File: src/rtl/uart_int_ident_pkg.sv
package uart_int_ident_pkg;
  localparam int ID_W   = 8;
  localparam int CODE_W = 6;
  localparam int EN_W   = 6;
  localparam int STICKY_N = 5;

  // enable vector bit positions
  localparam int EN_RX    = 0;
  localparam int EN_TX    = 1;
  localparam int EN_LINE  = 2;
  localparam int EN_MODEM = 3;
  localparam int EN_XOFF  = 4;
  localparam int EN_FLOW  = 5;

  // sticky source indices
  localparam int S_LINE  = 0;
  localparam int S_TX    = 1;
  localparam int S_MODEM = 2;
  localparam int S_XOFF  = 3;
  localparam int S_FLOW  = 4;

  localparam logic [CODE_W-1:0] CODE_LINE  = 6'b000110;
  localparam logic [CODE_W-1:0] CODE_RXTO  = 6'b001100;
  localparam logic [CODE_W-1:0] CODE_RXRDY = 6'b000100;
  localparam logic [CODE_W-1:0] CODE_TX    = 6'b000010;
  localparam logic [CODE_W-1:0] CODE_MODEM = 6'b000000;
  localparam logic [CODE_W-1:0] CODE_XOFF  = 6'b010000;
  localparam logic [CODE_W-1:0] CODE_FLOW  = 6'b100000;
  localparam logic [CODE_W-1:0] CODE_NONE  = 6'b000001;

  typedef struct packed {
    logic [STICKY_N-1:0] set;
    logic [STICKY_N-1:0] clr;
  } srcStrobe_t;
endpackage

File: src/rtl/uart_int_ident_ctrl.sv
module uart_int_ident_ctrl
  import uart_int_ident_pkg::*;
(
  input  logic lineErrEv,
  input  logic txEmptyEv,
  input  logic modemEv,
  input  logic xoffEv,
  input  logic xonEv,
  input  logic flowEv,
  input  logic enhEn,
  input  logic idRd,
  input  logic lineRd,
  input  logic modemRd,
  input  logic txWr,
  input  logic txReported,
  output srcStrobe_t strobes
);
  always_comb begin
    strobes = '0;
    // set strobes; enhanced sources latch only in enhanced mode
    strobes.set[S_LINE]  = lineErrEv;
    strobes.set[S_TX]    = txEmptyEv;
    strobes.set[S_MODEM] = modemEv;
    strobes.set[S_XOFF]  = xoffEv & enhEn;
    strobes.set[S_FLOW]  = flowEv & enhEn;
    // clear strobes
    strobes.clr[S_LINE]  = lineRd;
    strobes.clr[S_TX]    = txWr | (idRd & txReported);
    strobes.clr[S_MODEM] = modemRd;
    strobes.clr[S_XOFF]  = xonEv;
    strobes.clr[S_FLOW]  = modemRd;
  end
endmodule

File: src/rtl/uart_int_ident_dp.sv
module uart_int_ident_dp
  import uart_int_ident_pkg::*;
(
  input  logic            clk,
  input  logic            rstN,
  input  srcStrobe_t      strobes,
  input  logic            rxReady,
  input  logic            rxTimeout,
  input  logic [EN_W-1:0] srcEn,
  input  logic            enhEn,
  input  logic            fifoEn,
  output logic [ID_W-1:0] idVal,
  output logic            irqOut,
  output logic            txReported
);
  localparam int ACT_N = STICKY_N + 2;

  logic [STICKY_N-1:0] pendQ, pendD;
  logic [ACT_N-1:0]    active;
  logic [CODE_W-1:0]   code;
  logic [ID_W-1:0]     idQ;
  logic                irqQ;

  for (genvar i = 0; i < STICKY_N; i++) begin : g_sticky
    assign pendD[i] = strobes.set[i] | (pendQ[i] & ~strobes.clr[i]);
    always_ff @(posedge clk or negedge rstN) begin
      if (!rstN) pendQ[i] <= 1'b0;
      else       pendQ[i] <= pendD[i];
    end
  end

  // active vector ordered by priority, index 0 most urgent
  always_comb begin
    active[0] = pendD[S_LINE]  & srcEn[EN_LINE];
    active[1] = rxTimeout      & srcEn[EN_RX];
    active[2] = rxReady        & srcEn[EN_RX];
    active[3] = pendD[S_TX]    & srcEn[EN_TX];
    active[4] = pendD[S_MODEM] & srcEn[EN_MODEM];
    active[5] = pendD[S_XOFF]  & srcEn[EN_XOFF] & enhEn;
    active[6] = pendD[S_FLOW]  & srcEn[EN_FLOW] & enhEn;
  end

  always_comb begin
    if      (active[0]) code = CODE_LINE;
    else if (active[1]) code = CODE_RXTO;
    else if (active[2]) code = CODE_RXRDY;
    else if (active[3]) code = CODE_TX;
    else if (active[4]) code = CODE_MODEM;
    else if (active[5]) code = CODE_XOFF;
    else if (active[6]) code = CODE_FLOW;
    else                code = CODE_NONE;
  end

  always_ff @(posedge clk or negedge rstN) begin
    if (!rstN) begin
      idQ  <= {{(ID_W-CODE_W){1'b0}}, CODE_NONE};
      irqQ <= 1'b0;
    end else begin
      idQ  <= {{(ID_W-CODE_W){fifoEn}}, code};
      irqQ <= |active;
    end
  end

  assign idVal      = idQ;
  assign irqOut     = irqQ;
  assign txReported = (idQ[CODE_W-1:0] == CODE_TX);
endmodule

File: src/rtl/uart_int_ident.sv
module uart_int_ident
  import uart_int_ident_pkg::*;
(
  input  logic            clk,
  input  logic            rstN,
  input  logic            lineErrEv,
  input  logic            rxReady,
  input  logic            rxTimeout,
  input  logic            txEmptyEv,
  input  logic            modemEv,
  input  logic            xoffEv,
  input  logic            xonEv,
  input  logic            flowEv,
  input  logic [5:0]      srcEn,
  input  logic            enhEn,
  input  logic            fifoEn,
  input  logic            idRd,
  input  logic            lineRd,
  input  logic            modemRd,
  input  logic            txWr,
  output logic [7:0]      idVal,
  output logic            irqOut
);
  srcStrobe_t strobes;
  logic       txReported;

  uart_int_ident_ctrl u_ctrl (
    .lineErrEv (lineErrEv),
    .txEmptyEv (txEmptyEv),
    .modemEv   (modemEv),
    .xoffEv    (xoffEv),
    .xonEv     (xonEv),
    .flowEv    (flowEv),
    .enhEn     (enhEn),
    .idRd      (idRd),
    .lineRd    (lineRd),
    .modemRd   (modemRd),
    .txWr      (txWr),
    .txReported(txReported),
    .strobes   (strobes)
  );

  uart_int_ident_dp u_dp (
    .clk       (clk),
    .rstN      (rstN),
    .strobes   (strobes),
    .rxReady   (rxReady),
    .rxTimeout (rxTimeout),
    .srcEn     (srcEn),
    .enhEn     (enhEn),
    .fifoEn    (fifoEn),
    .idVal     (idVal),
    .irqOut    (irqOut),
    .txReported(txReported)
  );
endmodule

File: config.mk
export PLATFORM = sky130hd
export DESIGN_NAME = uart_int_ident
export DESIGN_NICKNAME = d
export VERILOG_FILES = /design/src/rtl/uart_int_ident_pkg.sv /design/src/rtl/uart_int_ident_ctrl.sv /design/src/rtl/uart_int_ident_dp.sv /design/src/rtl/uart_int_ident.sv
export SDC_FILE = /design/constraint.sdc
export NUM_CORES = 1
export LEC_CHECK = 0
export BUFFER_PORTS_ARGS = -buffer_cell sky130_fd_sc_hd__buf_2
export CAP_MARGIN = 20
export CORE_MARGIN = 3
export CORE_UTILIZATION = 41
export CTS_CLUSTER_SIZE = 20
export DETAILED_ROUTE_END_ITERATION = 8
export GPL_ROUTABILITY_DRIVEN = 0
export PLACE_DENSITY = 0.83
export SETUP_SLACK_MARGIN = 0.4
export SLEW_MARGIN = 20
export SYNTH_ARGS = -nofsm -noshare
export SYNTH_HDL_FRONTEND = slang
export SYNTH_SLANG_ARGS = --single-unit
File: constraint.sdc
create_clock -name clk -period 1.4 [get_ports clk]
set_input_delay 0 -clock clk [delete_from_list [all_inputs] [get_ports clk]]
set_output_delay 0 -clock clk [all_outputs]
set_load 0.01 [all_outputs]
Yosys cells after proc, flatten, opt, wreduce, memory -nomap -nowiden
Index checks and enable logic that the tools add are counted.
Widths: inputs -> output; s select.

word-level totals
  output and inout bits = 9
  bits in registers = 13
  input port bits = 22
  logic and storage cells = 43

cells by class
  reductions and logical operators = 1
  equal/unequal tests = 1
  bitwise gates (word level) = 27
  mux-type cells = 7

operators by type and width
  kind                number
  $mux 6              7
  $and 1x1->1         17
  $reduce_or 7->1     1
  $eq 6x2->1 const B  1
  $or 1x1->1          6
  $not 1->1           4

Logic depth before layout (Yosys ltp)
  word-level depth = 12
  mapped depth = 4
  depth with buffers taken out = 4

Hierarchy
From an unflattened synthesis, not the netlist that was laid out.

second synthesis, totals
  cell total of the unflattened synthesis = 53
  area total of the unflattened synthesis = 628.1 sq um

modules (own cells, without submodules)
  module               seq. area each (sq um)  area an instance (sq um)  cells an instance  times used
  uart_int_ident_dp    326.6                   555.5                     43                 1
  uart_int_ident_ctrl  0.0                     72.6                      10                 1

Least setup slack after synthesis
No wires, ideal clock.

  path type = reg2reg
  start = register u_dp.idQ[2], in the netlist u_dp.idVal[2]
  end = register u_dp.irqQ, in the netlist u_dp.irqOut
  clock period less this slack = 1319 ps
  cell stages (with the launch flop) = 4
  buffers on the path = 0
  path slack = 81 ps
  arrival = 1187 ps
  path through = dfrtp_1 -> nor4b_4 -> a221oi_2 -> or3_1

on the way
  longest elaborated chain between the ends = 8

ends and longest elaborated chain
  item                      line                       source
  start: declaration        uart_int_ident_dp.sv:21    logic [ID_W-1:0] idQ;
  start signal: assignment  uart_int_ident_dp.sv:56    idQ <= {{(ID_W-CODE_W){1'b0}}, CODE_NONE};
  start signal: assignment  uart_int_ident_dp.sv:59    idQ <= {{(ID_W-CODE_W){fifoEn}}, code};
  $eq 6x2->1                uart_int_ident_dp.sv:66    assign txReported = (idQ[CODE_W-1:0] == CODE_TX);
  $and 1x1->1               uart_int_ident_ctrl.sv:28  strobes.clr[S_TX] = txWr | (idRd & txReported);
  $or 1x1->1                uart_int_ident_ctrl.sv:28
  $not 1->1                 uart_int_ident_dp.sv:25    assign pendD[i] = strobes.set[i] | (pendQ[i] & ~strobes.clr[i]);
  $and 1x1->1               uart_int_ident_dp.sv:25
  $or 1x1->1                uart_int_ident_dp.sv:25
  $and 1x1->1               uart_int_ident_dp.sv:37    active[3] = pendD[S_TX] & srcEn[EN_TX];
  $reduce_or 7->1           uart_int_ident_dp.sv:60    irqQ <= |active;
  end signal: assignment    uart_int_ident_dp.sv:60
  end: declaration          uart_int_ident_dp.sv:22    logic irqQ;

No other way between the ends.

Final worst setup path
  start = register u_dp.pendQ[3]
  end = register u_dp.irqQ, in the netlist u_dp.irqOut

on the way
  longest elaborated chain between the ends = 5

ends and longest elaborated chain
  item                              line                     source
  start: declaration                uart_int_ident_dp.sv:18  logic [STICKY_N-1:0] pendQ, pendD;
  start signal: indexed assignment  uart_int_ident_dp.sv:28  else pendQ[i] <= pendD[i];
  $and 1x1->1                       uart_int_ident_dp.sv:25
  $or 1x1->1                        uart_int_ident_dp.sv:25
  $and 1x1->1 (2 in series)         uart_int_ident_dp.sv:39  active[5] = pendD[S_XOFF] & srcEn[EN_XOFF] & enhEn;
  $reduce_or 7->1                   uart_int_ident_dp.sv:60

No other way between the ends.

==> out/metrics.yaml <==
pwr:
  power_density_nw_per_um2: 878
  p_leak_uw: 0.000500
  irDropWorstVdd_mv: 0.701
finish:
  layout-drive-gt1-share_pct: 61.9
  final_cell_mix: "29 x buf_2, 12 x dfrtp_1, 9 x dlygate4sd3_1, 6 x buf_4, 5 x buf_6"
  finalNetCount: 120
  antenna_cells: 0
  area_delta_synth_final_pct: 75.1
  final_common_cell: "buf_2"
placement:
  port_buffers: 30
  dp_hpwl_um: 893
  dp_slack_ps: 58.3
timing:
  worst_pin_slew_ps: 486
  maxSlewViolCount: 0
  skew_ps: 4.23
  fin_crit_ps: 1350
  setup_violations: 0
  setup_slack_ps: 50.7
  fmax_mhz: 741
  max_slew_margin_pct: 67.3
  rsz0062_at_grt: "yes"
  finalSetupTns_ps: 0
  hold_viol_final: 0
  period_share_pct: 96.4
die:
  die_h_um: 43.0
  core_area_um2: 1190
  start_util_pct: 47.4
  die_w_um: 43.0
  io_pins: 31
  dieArea_um2: 1850
  num_rows: 12
route:
  vias: 564
  drtPass1Iterations: 4
  wirelength_mm: 1.73
  avgRoutedWirePerCell_um: 15.6
  drc: 0
  drt_iter0_drc: 14
  via_per_inst: 5.08
  ant_nets: 0
status:
  status: "complete, no violations"
setup_path:
  cpPeakStageDelay_ps: 400
  crit_arrival_ps: 1500
  crit_chain: "nor2b_1 -> o211ai_1 -> nand2_1 -> or3_1"
  critPathRequiredTime_ps: 1550
  worst_path_max_delay_cell: "or3_1"
  critPathKind: "reg2reg"
  cp_max_fo: 2
  endpoint_kind: "register"
  start_kind: "register"
clock_network:
  clk_root_buffer_cell: "clkbuf_4"
  cts_made_buffers: 3
  clock_sinks: 13
  clk_latency_ps: 280
  htreeDepth: 1
  clockBufferDepth: 2
  cts_tree: "yes"
  clk_pin_slew_ps: 90
synthesis:
  yosysWarnings: 0
  ys_types: 21
  syn-cell-area_um2: 562
  synth-seq-cells: 13
  synth_edf_count: 0
  synth-seq-area-share_pct: 58.1
  synth_nets: 67
  synth_cells: 45
  synth_area_per_cell_um2: 12.5
  synth_top_flop_cell: "dfrtp_1"
  async_reset_ff_share_pct: 100
global_route:
  grt_pass1_wl_mm: 2.30
  gr-total-overflow: 0
  grt_pass1_vias: 533
  grtUsageTotal_pct: 17.3
  grt_max_degree: 14
  antenna_found_initial: 0
hold_path:
  hold_class: "in2reg"
flow_run:
  drv_cap: 0
[worst paths after layout]
path | end | slack [ps] | startpoint | cells after the start
worst max-delay path | u_dp.irqOut | 50 | u_dp.pendQ[3] | 4
worst min-delay path | u_dp.pendQ[1] | 10 | txEmptyEv | 3
worst max register to register | u_dp.irqOut | 50 | u_dp.pendQ[3] | 4
worst min register to register | u_dp.pendQ[1] | 610 | u_dp.pendQ[1] | 2
max in group asynchronous | u_dp.idVal[0] | 970 | rstN | 2
min in group asynchronous | u_dp.idVal[5] | 150 | rstN | 2
[sequential cells by signal, indices dropped and copies added, names as in the netlist]
signal	flops
u_dp.pendQ	5
u_dp.idVal	7
u_dp.irqOut	1
[worst max-delay path, delay by kind of cell, from the launching register on]
family	cells	cell delay, ps
and+or+nand+nor	3	640
DFF	1	370
AOI/OAI and AO/OA	1	210
[stage by stage]
step	util, %	cell area [um^2]	cells	power, uW	hold WS, ps
after detailed placement	61.5	729	89	549	-102
after global placement	61.5	729	89	545	-105
after CTS	75.6	897	106	806	17.7
final	82.9	983	111	864	14.1
after global routing	82.9	983	111	910	-1.53
after floorplan	-	562	45	484	-296
[per-layer routing]
layer | GRT usage, % | up-vias | wire [um]
li1 | - | 265 | -
met4 | 7.23 | 0 | 48
met3 | 4.24 | 6 | 139
met5 | 0 | - | 0
met1 | 18.6 | 259 | 648
met2 | 31.7 | 34 | 894
[cell usage after synthesis (2+ instances only)]
library cell | n | area, um^2
nor2b_1 | 4 | 25.0
o211ai_1 | 2 | 15.0
nor3_1 | 2 | 10.0
nor4b_4 | 2 | 47.6
dfrtp_1 | 12 | 300
o21ai_0 | 2 | 10.0
nand2_1 | 4 | 15.0
a21o_1 | 2 | 15.0
o21ai_1 | 2 | 10.0
or2_2 | 2 | 12.5
[logic make-up after synthesis]
group | Yosys count | synth area share (%)
AOI/OAI and AO/OA | 9 | 11.6
buffers and inverters | 3 | 2.67
DFF | 13 | 58.1
and+or+nand+nor | 20 | 27.6
[power by group]
part	internal, uW	leakage (uW)	switching [uW]
Clock	110	0.0000150	132
Sequential	402	0.000152	16.2
Combinational	118	0.000332	84.9
Total	630	0.000500	233
[area by class of cell]
class,count,area [um^2]
well taps,14,17.5
multi-input cells,29,269
clock buffers,4,26.3
repair buffers,49,337
flip-flops and latches,13,327
inverters,2,7.51
fillers,62,203
[what timing repair did]
action	CTS	global route
setup endpoints to repair	6	9
endpoints found under the hold margin	19	0
pin swaps	8	9
resized for setup	5	12
hold buffers	9	0
setup buffers	4	5
(Power assumes the default switching activity.)
